[src/rtl/wbc_pkg.sv]
package wbc_pkg;

    typedef enum logic [4:0] {
        ST_IDLE    = 5'h00,
        ST_RD_HIT  = 5'h01,
        ST_WR_HIT  = 5'h02,
        ST_WBACK   = 5'h04,
        ST_WR_FILL = 5'h08,
        ST_RD_FILL = 5'h10
    } ctrl_state_e;

endpackage

[src/rtl/wbc_lookup.sv]
module wbc_lookup #(
    parameter int TAG_W = 4
) (
    input  logic [TAG_W-1:0] req_tag,
    input  logic [TAG_W-1:0] line_tag,
    input  logic             line_valid,
    input  logic             line_dirty,
    output logic             hit,
    output logic             victim_dirty
);

    always_comb begin
        hit          = line_valid && (line_tag == req_tag);
        victim_dirty = line_valid && line_dirty && !hit;
    end

endmodule

[src/rtl/wbc_store.sv]
module wbc_store #(
    parameter int IDX_W  = 4,
    parameter int TAG_W  = 4,
    parameter int DATA_W = 8
) (
    input  logic              clk,
    input  logic              rst_n,
    input  logic [IDX_W-1:0]  idx,
    input  logic              fill_en,
    input  logic              fill_dirty,
    input  logic [TAG_W-1:0]  fill_tag,
    input  logic [DATA_W-1:0] fill_data,
    input  logic              clean_en,
    output logic [DATA_W-1:0] line_data,
    output logic [TAG_W-1:0]  line_tag,
    output logic              line_valid,
    output logic              line_dirty
);

    localparam int DEPTH = 1 << IDX_W;

    typedef struct packed {
        logic [DEPTH-1:0][DATA_W-1:0] data;
        logic [DEPTH-1:0][TAG_W-1:0]  tag;
        logic [DEPTH-1:0]             valid;
        logic [DEPTH-1:0]             dirty;
    } store_t;

    store_t st_d, st_q;

    always_comb begin
        st_d = st_q;
        if (fill_en) begin
            st_d.data[idx]  = fill_data;
            st_d.tag[idx]   = fill_tag;
            st_d.valid[idx] = 1'b1;
            st_d.dirty[idx] = fill_dirty;
        end else if (clean_en) begin
            st_d.dirty[idx] = 1'b0;
        end
    end

    always_ff @(posedge clk) begin
        if (!rst_n) begin
            st_q <= '0;
        end else begin
            st_q <= st_d;
        end
    end

    always_comb begin
        line_data  = st_q.data[idx];
        line_tag   = st_q.tag[idx];
        line_valid = st_q.valid[idx];
        line_dirty = st_q.dirty[idx];
    end

    // only a valid, modified line may be written back
    assert_wb_src_dirty_R6: assert property (@(posedge clk) disable iff (!rst_n)
        clean_en |-> (st_q.valid[idx] && st_q.dirty[idx]));

    // fill and clean never requested together
    assert_fill_clean_excl_R1: assert property (@(posedge clk) disable iff (!rst_n)
        !(fill_en && clean_en));

endmodule

[src/rtl/wbc_ctrl.sv]
module wbc_ctrl
    import wbc_pkg::*;
(
    input  logic clk,
    input  logic rst_n,
    input  logic req,
    input  logic we,
    input  logic hit,
    input  logic victim_dirty,
    input  logic mem_rdy,
    output logic cpu_ack,
    output logic mem_en,
    output logic mem_we,
    output logic use_mem_data,
    output logic wb_sel,
    output logic fill_en,
    output logic fill_dirty,
    output logic clean_en
);

    typedef struct packed {
        ctrl_state_e state;
    } ctrl_t;

    ctrl_t ct_d, ct_q;

    always_comb begin
        ct_d = ct_q;
        unique case (ct_q.state)
            ST_IDLE: begin
                if (req) begin
                    if (hit)               ct_d.state = we ? ST_WR_HIT : ST_RD_HIT;
                    else if (victim_dirty) ct_d.state = ST_WBACK;
                    else                   ct_d.state = we ? ST_WR_FILL : ST_RD_FILL;
                end
            end
            ST_RD_HIT, ST_WR_HIT, ST_WR_FILL: ct_d.state = ST_IDLE;
            ST_WBACK: begin
                if (mem_rdy) ct_d.state = we ? ST_WR_FILL : ST_RD_FILL;
            end
            ST_RD_FILL: begin
                if (mem_rdy) ct_d.state = ST_IDLE;
            end
            default: ct_d.state = ST_IDLE;
        endcase
    end

    always_ff @(posedge clk) begin
        if (!rst_n) begin
            ct_q.state <= ST_IDLE;
        end else begin
            ct_q <= ct_d;
        end
    end

    always_comb begin
        cpu_ack      = (ct_q.state == ST_RD_HIT) || (ct_q.state == ST_WR_HIT) ||
                       (ct_q.state == ST_WR_FILL) ||
                       ((ct_q.state == ST_RD_FILL) && mem_rdy);
        mem_en       = (ct_q.state == ST_WBACK) || (ct_q.state == ST_RD_FILL);
        mem_we       = (ct_q.state == ST_WBACK);
        wb_sel       = (ct_q.state == ST_WBACK);
        use_mem_data = (ct_q.state == ST_RD_FILL);
        fill_en      = (ct_q.state == ST_WR_HIT) || (ct_q.state == ST_WR_FILL) ||
                       ((ct_q.state == ST_RD_FILL) && mem_rdy);
        fill_dirty   = (ct_q.state == ST_WR_HIT) || (ct_q.state == ST_WR_FILL);
        clean_en     = (ct_q.state == ST_WBACK) && mem_rdy;
    end

    // at most one state bit set, idle is all zero
    assert_state_onehot_R1: assert property (@(posedge clk) disable iff (!rst_n)
        $onehot0(ct_q.state));

    // acknowledge never lasts two cycles
    assert_ack_pulse_R7: assert property (@(posedge clk) disable iff (!rst_n)
        cpu_ack |=> !cpu_ack);

    // a hit accepted in idle is acknowledged next cycle without memory
    assert_hit_fast_R2: assert property (@(posedge clk) disable iff (!rst_n)
        (ct_q.state == ST_IDLE && req && hit) |=> (cpu_ack && !mem_en));

endmodule

[src/rtl/wb_cache_ctrl.sv]
module wb_cache_ctrl #(
    parameter int IDX_W  = 4,
    parameter int TAG_W  = 4,
    parameter int DATA_W = 8
) (
    input  logic                      clk,
    input  logic                      rst_n,
    input  logic                      cpu_req,
    input  logic                      cpu_we,
    input  logic [IDX_W+TAG_W-1:0]    cpu_addr,
    input  logic [DATA_W-1:0]         cpu_wdata,
    output logic [DATA_W-1:0]         cpu_rdata,
    output logic                      cpu_ack,
    output logic [IDX_W+TAG_W-1:0]    mem_addr,
    output logic                      mem_we,
    output logic                      mem_en,
    output logic [DATA_W-1:0]         mem_wdata,
    input  logic [DATA_W-1:0]         mem_rdata,
    input  logic                      mem_rdy
);

    localparam int ADDR_W = IDX_W + TAG_W;

    logic [IDX_W-1:0]  req_idx;
    logic [TAG_W-1:0]  req_tag;
    logic [DATA_W-1:0] line_data;
    logic [TAG_W-1:0]  line_tag;
    logic              line_valid, line_dirty;
    logic              hit, victim_dirty;
    logic              use_mem_data, wb_sel;
    logic              fill_en, fill_dirty, clean_en;
    logic [DATA_W-1:0] fill_data;

    assign req_idx = cpu_addr[IDX_W-1:0];
    assign req_tag = cpu_addr[ADDR_W-1:IDX_W];

    wbc_lookup #(.TAG_W(TAG_W)) u_lookup (
        .req_tag      (req_tag),
        .line_tag     (line_tag),
        .line_valid   (line_valid),
        .line_dirty   (line_dirty),
        .hit          (hit),
        .victim_dirty (victim_dirty)
    );

    wbc_store #(.IDX_W(IDX_W), .TAG_W(TAG_W), .DATA_W(DATA_W)) u_store (
        .clk        (clk),
        .rst_n      (rst_n),
        .idx        (req_idx),
        .fill_en    (fill_en),
        .fill_dirty (fill_dirty),
        .fill_tag   (req_tag),
        .fill_data  (fill_data),
        .clean_en   (clean_en),
        .line_data  (line_data),
        .line_tag   (line_tag),
        .line_valid (line_valid),
        .line_dirty (line_dirty)
    );

    wbc_ctrl u_ctrl (
        .clk          (clk),
        .rst_n        (rst_n),
        .req          (cpu_req),
        .we           (cpu_we),
        .hit          (hit),
        .victim_dirty (victim_dirty),
        .mem_rdy      (mem_rdy),
        .cpu_ack      (cpu_ack),
        .mem_en       (mem_en),
        .mem_we       (mem_we),
        .use_mem_data (use_mem_data),
        .wb_sel       (wb_sel),
        .fill_en      (fill_en),
        .fill_dirty   (fill_dirty),
        .clean_en     (clean_en)
    );

    always_comb begin
        fill_data = use_mem_data ? mem_rdata : cpu_wdata;
        cpu_rdata = use_mem_data ? mem_rdata : line_data;
        mem_addr  = wb_sel ? {line_tag, req_idx} : cpu_addr;
        mem_wdata = line_data;
    end

    // memory request held steady until ready
    assert_mem_hold_R8: assert property (@(posedge clk) disable iff (!rst_n)
        (mem_en && !mem_rdy) |=> (mem_en && $stable(mem_addr) &&
                                  $stable(mem_we) && $stable(mem_wdata)));

    // a finished write-back chains into a read fill or a write fill
    assert_wb_chain_R6: assert property (@(posedge clk) disable iff (!rst_n)
        (mem_en && mem_we && mem_rdy) |=> ((mem_en && !mem_we) || (cpu_ack && !mem_en)));

    // a finished memory read returns its byte with the acknowledge
    assert_rd_fill_ret_R4: assert property (@(posedge clk) disable iff (!rst_n)
        (mem_en && !mem_we && mem_rdy) |-> (cpu_ack && cpu_rdata == mem_rdata));

endmodule

[config.mk]
export PLATFORM = sky130hd
export DESIGN_NAME = wb_cache_ctrl
export DESIGN_NICKNAME = d
export VERILOG_FILES = /design/src/rtl/wbc_pkg.sv /design/src/rtl/wbc_lookup.sv /design/src/rtl/wbc_store.sv /design/src/rtl/wbc_ctrl.sv /design/src/rtl/wb_cache_ctrl.sv
export SDC_FILE = /design/constraint.sdc
export NUM_CORES = 1
export LEC_CHECK = 0
export CORE_MARGIN = 2
export CORE_UTILIZATION = 60
export DETAILED_ROUTE_END_ITERATION = 8
export GPL_ROUTABILITY_DRIVEN = 0
export PLACE_DENSITY = 0.8
export SLEW_MARGIN = 20
export SYNTH_ARGS = -nofsm -noshare
export SYNTH_HDL_FRONTEND = slang
export SYNTH_SLANG_ARGS = --single-unit
[constraint.sdc]
create_clock -name clk -period 2.85 [get_ports clk]
set_input_delay 0.4275 -clock clk [delete_from_list [all_inputs] [get_ports clk]]
set_output_delay 0.4275 -clock clk [all_outputs]
set_load 0.03 [all_outputs]
* Word-level counts from Yosys, hierarchy flattened
Index checks and enable logic that the tools add are counted.
** Cells by class
- Order comparisons :: 2
- Equality and inequality tests :: 9
- Mux-type cells :: 30
- Bitwise gates (word level) :: 3
- Reduce and logical (&&, ||, !) cells :: 16
** Operators with widths (number)
- 128-bit bitwise mux :: 1
- 64-bit bitwise mux :: 1
- 8-bit 2-to-1 mux :: 5
- 8-bit binary-select mux with 4-bit select :: 1
- 8-bit demux with 4-bit select :: 1
- 16-bit 2-to-1 mux :: 2
- 5-bit 2-to-1 mux :: 6
- 16-bit AND :: 1
- 4-bit binary-select mux with 4-bit select :: 1
- 16-bit bitwise mux :: 1
- 4-bit demux with 4-bit select :: 1
- 16-bit inverter :: 1
- 16-bit bitwise OR :: 1
- 5-bit one-hot mux with 3 select lines :: 1
- 1-bit binary-select mux with 4-bit select :: 2
- 4-bit 2-to-1 mux :: 2
- 1-bit logical AND :: 6
- 1-bit logical OR :: 6
- 2-bit inequality test, second input constant :: 3
- 5-bit by 1-bit == test with 1-bit output, second input constant :: 1
- 5-bit by 2-bit == test with 1-bit output, second input constant :: 1
- 5-bit by 3-bit == test with 1-bit output, second input constant :: 1
- 5-bit by 4-bit == test with 1-bit output, second input constant :: 1
- 5-bit == test, second input constant :: 1
- other kinds (10) :: 12
** Storage, ports and cells
- Register bits :: 229
- Bits of input ports :: 29
- Output and inout port bits :: 27
- Logic and storage cells :: 95

* Logic depth before layout (Yosys ltp)
Gate-level depths: netlist of the first run.
- Depth after elaboration :: 10
- Mapped depth :: 10
- Mapped depth without buffers :: 6

* Hierarchy
A second synthesis of the first run with hierarchy kept.
** Second synthesis, totals
- Cell total of the unflattened synthesis :: 1241
- Area total of the unflattened synthesis :: 11542.3 um^2
** Modules (own cells, without submodules)
- wbc_store :: instances 1, cells an instance 1161, area each 10819.1 um^2
- wbc_ctrl :: instances 1, cells an instance 46, area each 337.8 um^2
- wb_cache_ctrl :: instances 1, cells an instance 26, area each 324.1 um^2
- wbc_lookup :: instances 1, cells an instance 8, area each 61.3 um^2

* Least setup slack after synthesis of the first run
OpenSTA, ideal clock, no wires.
- Path type :: input -> output
- Start :: input port cpu_addr[1]
- End :: output port cpu_rdata[7]
- Arrival time :: 2.470 ns
- Required time :: 2.423 ns
- Path slack :: -0.048 ns
- Stages on the path :: 7
- Cell sequence :: buf_2 -> clkbuf_1 -> clkbuf_1 -> mux4_2 -> mux4_2 -> nand2_1 -> nand2_1
** Between the ends
- Cells in the longest elaborated chain, start to end :: 3
** Ends and longest elaborated chain
- from (decl) :: line wb_cache_ctrl.sv:10 : input logic [IDX_W+TAG_W-1:0] cpu_addr,
- 8-bit binary-select mux with 4-bit select :: line wbc_store.sv:52 : line_data = st_q.data[idx];
- 8-bit 2-to-1 mux (not written as such) :: line wbc_store.sv:52
- net mem_wdata[7] :: line wb_cache_ctrl.sv:17 : output logic [DATA_W-1:0] mem_wdata,
- 8-bit 2-to-1 mux :: line wb_cache_ctrl.sv:81 : cpu_rdata = use_mem_data ? mem_rdata : line_data;
- to (decl) :: line wb_cache_ctrl.sv:12 : output logic [DATA_W-1:0] cpu_rdata,
The timed path passes the listed nets, and every way through them passes these cells. The select of a mux whose other input is x is not followed.

* Final worst setup path of the first run
- Start :: input port cpu_addr[3]
- End :: output port mem_addr[5]
** Between the ends
- Cells in the longest elaborated chain, start to end :: 3
** Ends and longest elaborated chain
- 4-bit binary-select mux with 4-bit select :: line wbc_store.sv:53 : line_tag = st_q.tag[idx];
- 4-bit 2-to-1 mux (not written as such) :: line wbc_store.sv:53
- 8-bit 2-to-1 mux :: line wb_cache_ctrl.sv:82 : mem_addr = wb_sel ? {line_tag, req_idx} : cpu_addr;
- to (decl) :: line wb_cache_ctrl.sv:14 : output logic [IDX_W+TAG_W-1:0] mem_addr,
No other way between the ends. The select of a mux whose other input is x is not followed.

==> results.yml, run 1 <==
status:
  status: "complete, no violations"
yosys:
  synthMostInstantiatedCell: "sky130_fd_sc_hd__nand2_1"
  ys_dominant_reg_cell: "sky130_fd_sc_hd__dfxtp_1"
  avgSynthCellArea_um2: 9.95
  synth_cells: 1083
  synth_top_cells_by_count: "sky130_fd_sc_hd__nand2_1, sky130_fd_sc_hd__dfxtp_1, sky130_fd_sc_hd__o211a_1"
  postSynthRegisterBits: 229
  synth_area_leaders: "sky130_fd_sc_hd__dfxtp_1, sky130_fd_sc_hd__o211a_1, sky130_fd_sc_hd__mux4_2"
  number_of_flops_mapped_to_enable_cells_by_yosys: 0
  synth_top_area_share_pct: 42.5
  postSynthNetCount: 1112
  postSynth.asyncResetShare_pct: 0
  synthesis.area_um2: 10800
  number_of_library_cell_types_mapped_by_synthesis: 51
  yosys_warnings: 0
  synth.yosys.seq_area_share_pct: 42.5
  synth_top_cell_by_area: "sky130_fd_sc_hd__dfxtp_1"
timing:
  final_min_period_over_clock_period_pct: 99.3
  timing.setup.tns_ps: 0
  rsz0062_at_grt: "false"
  final_critical_path_required_period_ps: 2830
  timing_hold_violations_final: 0
  worst_pin_slew_ps: 591
  final.setup_skew_ps: 9.76
  fmaxAchievable_mhz: 353
  timing.max_slew.rel_slack_pct: 60.6
  final.hold.worst_slack_ps: 260
  setup_viol: 0
  finalMaxSlewViolations: 0
layout:
  stdcell_area_um2: 12800
  final_net_count: 1176
  antenna_cells: 0
  drive_gt1_share_pct: 18.5
  instances_no_fill: 1393
  post_synthesis_to_final_layout_area_growth_pct: 18.9
global_route:
  maximum_number_of_pins_on_one_net_before_global_route_repair: 134
  antenna_found_initial: 0
  global_route.overflow_total: 0
  grt_first_pass_wirelength_mm: 47.8
  first_global_vias: 8902
  grt.total_usage_pct: 31.0
place:
  portBuffers: 55
  placed_cell_area_um2: 11900
  place.detailed.hpwl_mm: 19.3
  dp.cells: 1349
detailed_routing:
  wl_final_mm: 30.3
  drt-vias-per-instance: 6.52
  wl_per_cell_um: 21.7
  drc_errors: 0
  number_of_nets_with_antenna_violations_after_routing: 0
  detailedRoute.firstIterationViolations: 873
  drt_pass1_iterations: 5
  routed-via-count: 9083
pwr:
  fin_total_pwr_w: 0.00722
  p_leak_nw: 6.32
  worst_ir_drop_vdd_mv: 0.477
  powerDensity_nw_per_um2: 564
critical_path:
  worst-endpoint-arrival_ps: 2400
  worst-path-max-fanout: 9
  worst_setup_slack_for_register_to_register_paths_ps: 330
  startpoint_type: "input port"
  timing.rr.start: "u_ctrl.ct_q[0]"
  worst_setup_path_end_kind: "output pin"
  cp_required_ps: 2420
  worstSetupPathType: "in -> out"
  reg2regPathDepth: 8
  destination_of_the_worst_register_to_register_timing_path: "u_store.st_q[87]"
hold_path:
  hold-path-cell-count: 2
  hold_class: "in -> reg"
  holdPathEnd: "u_store.st_q[191]"
  hold_path.startpoint: "rst_n"
clocking:
  hold_buffer_count_at_cts: 0
  htreeDepth: 1
  path_clk_slew_ps: 60
  clock_path_buffers: 3
  clkSinkCount: 229
  clk_latency_ps: 520
  cts_inserted_buffers: 24
  clock_tree.root_cell: "sky130_fd_sc_hd__clkbuf_16"
  cts_tree: "built"
die:
  die_h_um: 138
  initial_core_util_pct: 60.6
  fp.dieArea_um2: 19100
  top_ports: 56
  die_w_um: 138
  placement_rows: 49
  fp.coreArea_um2: 17800
flow_run:
  drv_cap: 0
-- cells in the final DEF (no fill, tap or decap), types with 3 or more instances in the layout --
master,synthesis,layout
sky130_fd_sc_hd__nand2_1,234,234
sky130_fd_sc_hd__dfxtp_1,229,229
sky130_fd_sc_hd__o211a_1,130,130
sky130_fd_sc_hd__o21ai_0,97,97
sky130_fd_sc_hd__buf_4,10,83
sky130_fd_sc_hd__a21boi_0,58,58
sky130_fd_sc_hd__mux4_2,56,56
sky130_fd_sc_hd__clkdlybuf4s50_1,0,30
sky130_fd_sc_hd__clkbuf_16,0,26
sky130_fd_sc_hd__mux2i_1,24,24
sky130_fd_sc_hd__nor2_1,23,23
sky130_fd_sc_hd__and2_1,17,17
sky130_fd_sc_hd__o21a_1,17,17
sky130_fd_sc_hd__dlygate4sd2_1,0,15
sky130_fd_sc_hd__buf_12,0,13
sky130_fd_sc_hd__nor2b_1,11,11
sky130_fd_sc_hd__nand3_1,9,8
sky130_fd_sc_hd__mux2_2,6,6
sky130_fd_sc_hd__clkbuf_8,0,6
sky130_fd_sc_hd__mux4_1,5,5
sky130_fd_sc_hd__nor4_1,5,5
sky130_fd_sc_hd__inv_1,4,4
sky130_fd_sc_hd__a21oi_1,4,4
sky130_fd_sc_hd__clkinv_2,0,4
sky130_fd_sc_hd__buf_2,36,4
sky130_fd_sc_hd__a22oi_1,3,3
sky130_fd_sc_hd__nand2b_1,3,3
sky130_fd_sc_hd__xnor2_1,3,3
sky130_fd_sc_hd__and4b_1,3,3
sky130_fd_sc_hd__bufinv_16,0,3
-- through the flow --
stage / util, % / setup WS (ps)
after floorplan: - / 32.3
after global placement: 67.2 / -220
after detailed placement: 67.2 / -316
after CTS: 71.9 / 18.1
after global routing: 72.1 / 18.9
final: 72.1 / 18.8
-- state kept, by name, summed over array words and instances (netlist names) --
signal,count
u_ctrl.ct_q,5
u_store.st_q,224
-- power by group --
part	switching, W	internal [W]
Clock	0.00130	0.00202
Sequential	0.0000209	0.00323
Combinational	0.000384	0.000259
-- critical path: stages --
cell,delay (ps)
sky130_fd_sc_hd__buf_2,270
sky130_fd_sc_hd__buf_12,180
sky130_fd_sc_hd__buf_4,200
sky130_fd_sc_hd__mux2_2,210
sky130_fd_sc_hd__a2bb2oi_1,340
sky130_fd_sc_hd__a21oi_1,120
sky130_fd_sc_hd__a21o_1,160
sky130_fd_sc_hd__o21ai_0,250
sky130_fd_sc_hd__buf_4,220
-- cell type report --
class                      count  area [µm²]
inverter                       4        15.0
fill                        1244        4970
clock buffer                  33         716
timing repair buffer         149        1390
sequential                   229        4580
clock inverter                10         134
tap                          229         287
multi-input combinational    739        5690
-- worst max-delay path by stage --
stage / startpoint / to / slack, ps
finish: cpu_addr[3] / mem_addr[5] / 20
global route: u_store.st_q[187] / cpu_rdata[3] / 20
CTS: u_ctrl.ct_q[0] / mem_en / 20
detailed placement: cpu_addr[0] / cpu_rdata[2] / -320
global placement: cpu_addr[0] / cpu_rdata[2] / -220
floorplan: cpu_addr[1] / cpu_rdata[4] / 30
-- kinds of logic (layout without fill, tap and decap cells) --
family	Yosys count	in the layout	share of synthesized area [%]
xor+xnor	3	3	0.244
compound gates	323	323	23.3
mux	91	91	15.8
simple gates	322	322	13.2
flops	229	229	42.5
buf+inv	115	196	4.91
-- per-layer routing --
| metal | GRT usage [%] | part of all wire, % | vias up |
|---|---|---|---|
| met3 | 6.13 | 9.0 | 73 |
| met2 | 51.8 | 48 | 472 |
| met1 | 40.2 | 40 | 4481 |
| met5 | 0 | 0 | - |
| li1 | - | - | 4057 |
| met4 | 11.3 | 3.0 | 0 |
-- repair_timing --
action | in CTS | in global routing
setup endpoints to repair | 17 | 6
resized for setup | 20 | 8
setup buffers | 0 | 0
cloned | 0 | 1
Power figures use the tool's default switching activity.
==> run 2, diff against run 1 <==
Settings changed: SETUP_SLACK_MARGIN set to 0.02, SLEW_MARGIN 20 to 0.
==> results.yml, run 2 (synthesis gave the netlist of run 1 again) <==
status:
  status: "complete, no violations"
die:
  die_h_um: 138
  placement_rows: 49
  initial_core_util_pct: 60.6
  top_ports: 56
  die_w_um: 138
  fp.dieArea_um2: 19100
  fp.coreArea_um2: 17800
hold_path:
  hold_path.startpoint: "rst_n"
  holdPathEnd: "u_store.st_q[191]"
  hold_class: "in -> reg"
  hold-path-cell-count: 2
timing:
  final.setup_skew_ps: 8.79
  rsz0062_at_grt: "false"
  fmaxAchievable_mhz: 355
  final.hold.worst_slack_ps: 261
  setup_viol: 0
  final_min_period_over_clock_period_pct: 98.7
  worst_pin_slew_ps: 597
  finalMaxSlewViolations: 0
  timing.max_slew.rel_slack_pct: 60.2
  timing_hold_violations_final: 0
  timing.setup.tns_ps: 0
  final_critical_path_required_period_ps: 2810
  fin_ws_ps: 36.1
clocking:
  htreeDepth: 1
  cts_inserted_buffers: 24
  hold_buffer_count_at_cts: 0
  clk_latency_ps: 520
  cts_tree: "built"
  path_clk_slew_ps: 60
  clkSinkCount: 229
  clock_tree.root_cell: "sky130_fd_sc_hd__clkbuf_16"
  number_of_setup_buffers_added_after_cts: 0
  clock_path_buffers: 3
layout:
  antenna_cells: 0
  biggestRegsByFlops: "u_store.st_q: 224 flops, u_ctrl.ct_q: 5 flops"
  final_net_count: 1176
  post_synthesis_to_final_layout_area_growth_pct: 18.9
  final_cell_mix: "sky130_fd_sc_hd__nand2_1, sky130_fd_sc_hd__dfxtp_1, sky130_fd_sc_hd__o211a_1"
  regMostFlops: "u_store.st_q"
  largest_register_ffs: 224
  instances_no_fill: 1393
  drive_gt1_share_pct: 18.5
  stdcell_area_um2: 12800
  mostFrequentLayoutCell: "sky130_fd_sc_hd__nand2_1"
pwr:
  power.switching_fraction_pct: 23.6
  power.share.combinational_pct: 8.9
  worst_ir_drop_vdd_mv: 0.470
  power.clock.fraction_pct: 46.0
  internal_power_w: 0.00552
  power.sequential.fraction_pct: 45.0
  powerDensity_nw_per_um2: 563
  p_leak_nw: 6.32
  netSwitchingPower_w: 0.00170
critical_path:
  timing.critical_path.buf_inv: 4
  destination_of_the_worst_register_to_register_timing_path: "u_store.st_q[87]"
  critPathMostFrequentCell: "sky130_fd_sc_hd__buf_4"
  cp_required_ps: 2420
  worst_setup_slack_for_register_to_register_paths_ps: 350
  worst_setup_path_end_kind: "output pin"
  startpoint_type: "input port"
  worstSetupPathType: "in -> out"
  cell_by_cell_listing_of_the_critical_path: "buf_2 -> buf_12 -> buf_4 -> mux2_2 -> a2bb2oi_1 -> a21oi_1 -> a21o_1 -> o21ai_0 -> buf_4"
  timing.rr.start: "u_ctrl.ct_q[0]"
  critical_path.top_delay_family: "buffers and inverters"
  timing.critical_path.slowest_cell_delay_ps: 320
  crit_cells: 9
  worst-path-max-fanout: 9
  reg2regPathDepth: 8
  slowest_stage: "sky130_fd_sc_hd__a2bb2oi_1"
  worst-endpoint-arrival_ps: 2390
global_route:
  antenna_found_initial: 0
  grt_first_pass_wirelength_mm: 47.8
  maximum_number_of_pins_on_one_net_before_global_route_repair: 134
  grt.total_usage_pct: 31.0
  first_global_vias: 8895
  global_route.overflow_total: 0
detailed_routing:
  number_of_nets_with_antenna_violations_after_routing: 0
  drt-vias-per-instance: 6.54
  routed-via-count: 9114
  detailedRoute.firstIterationViolations: 884
  drt_pass1_iterations: 5
  wl_per_cell_um: 21.8
  drc_errors: 0
  wl_final_mm: 30.3
place:
  placed_cell_area_um2: 11900
  pre_cts_ws_ps: -316
  dp.cells: 1349
  place.detailed.hpwl_mm: 19.3
  portBuffers: 55
flow_run:
  drv_cap: 0
run 2: changes by cell type in the layout (fill, tap and decap cells not counted), sizes merged:
cell           previous run  this run
dlygate4sd2              15        14
clkdlybuf4s15             0         1
run 2: layout make-up:
class	count	area, µm²
Sequential cell	229	4580
Multi-Input combinational cell	739	5690
Fill cell	1244	4960
Clock inverter	10	134
Timing Repair Buffer	149	1390
Clock buffer	33	716
Inverter	4	15.0
Tap cell	229	287
run 2: worst max path at each step:
stage	slack [ps]	end	start
after floorplan	30	cpu_rdata[4]	cpu_addr[1]
after global placement	-220	cpu_rdata[2]	cpu_addr[0]
after CTS	30	cpu_rdata[2]	cpu_addr[0]
after global routing	30	mem_addr[5]	cpu_addr[3]
after detailed placement	-320	cpu_rdata[2]	cpu_addr[0]
final	40	mem_addr[5]	cpu_addr[3]
run 2: layer usage:
layer	global-route usage (%)	part of all wire, %	vias to the layer above
li1	-	-	4069
met4	11.3	2.7	0
met1	40.3	40	4520
met5	0	0	-
met3	6.13	8.9	67
met2	51.7	48	458
run 2: repair_timing:
item | in CTS | in global routing
gates resized for setup | 21 | 8
endpoints found under the hold margin | 0 | 0
endpoints found under the setup margin | 18 | 9
gates cloned | 0 | 1
run 2: per-stage QoR:
stage,utilization [%],total power [W]
6_report,72.1,0.00722
5_1_grt,72.1,0.00742
2_1_floorplan,-,0.00370
4_1_cts,71.9,0.00722
3_3_place_gp,67.2,0.00394
3_5_place_dp,67.2,0.00395
run 2: power groups by stage:
stage | registers, W | clock network, W | logic, W
CTS | 0.00325 | 0.00334 | 0.000631
detailed placement | 0.00332 | 0 | 0.000631
finish | 0.00325 | 0.00332 | 0.000643
global placement | 0.00332 | 0 | 0.000623
global route | 0.00325 | 0.00348 | 0.000680
floorplan | 0.00331 | 0 | 0.000391
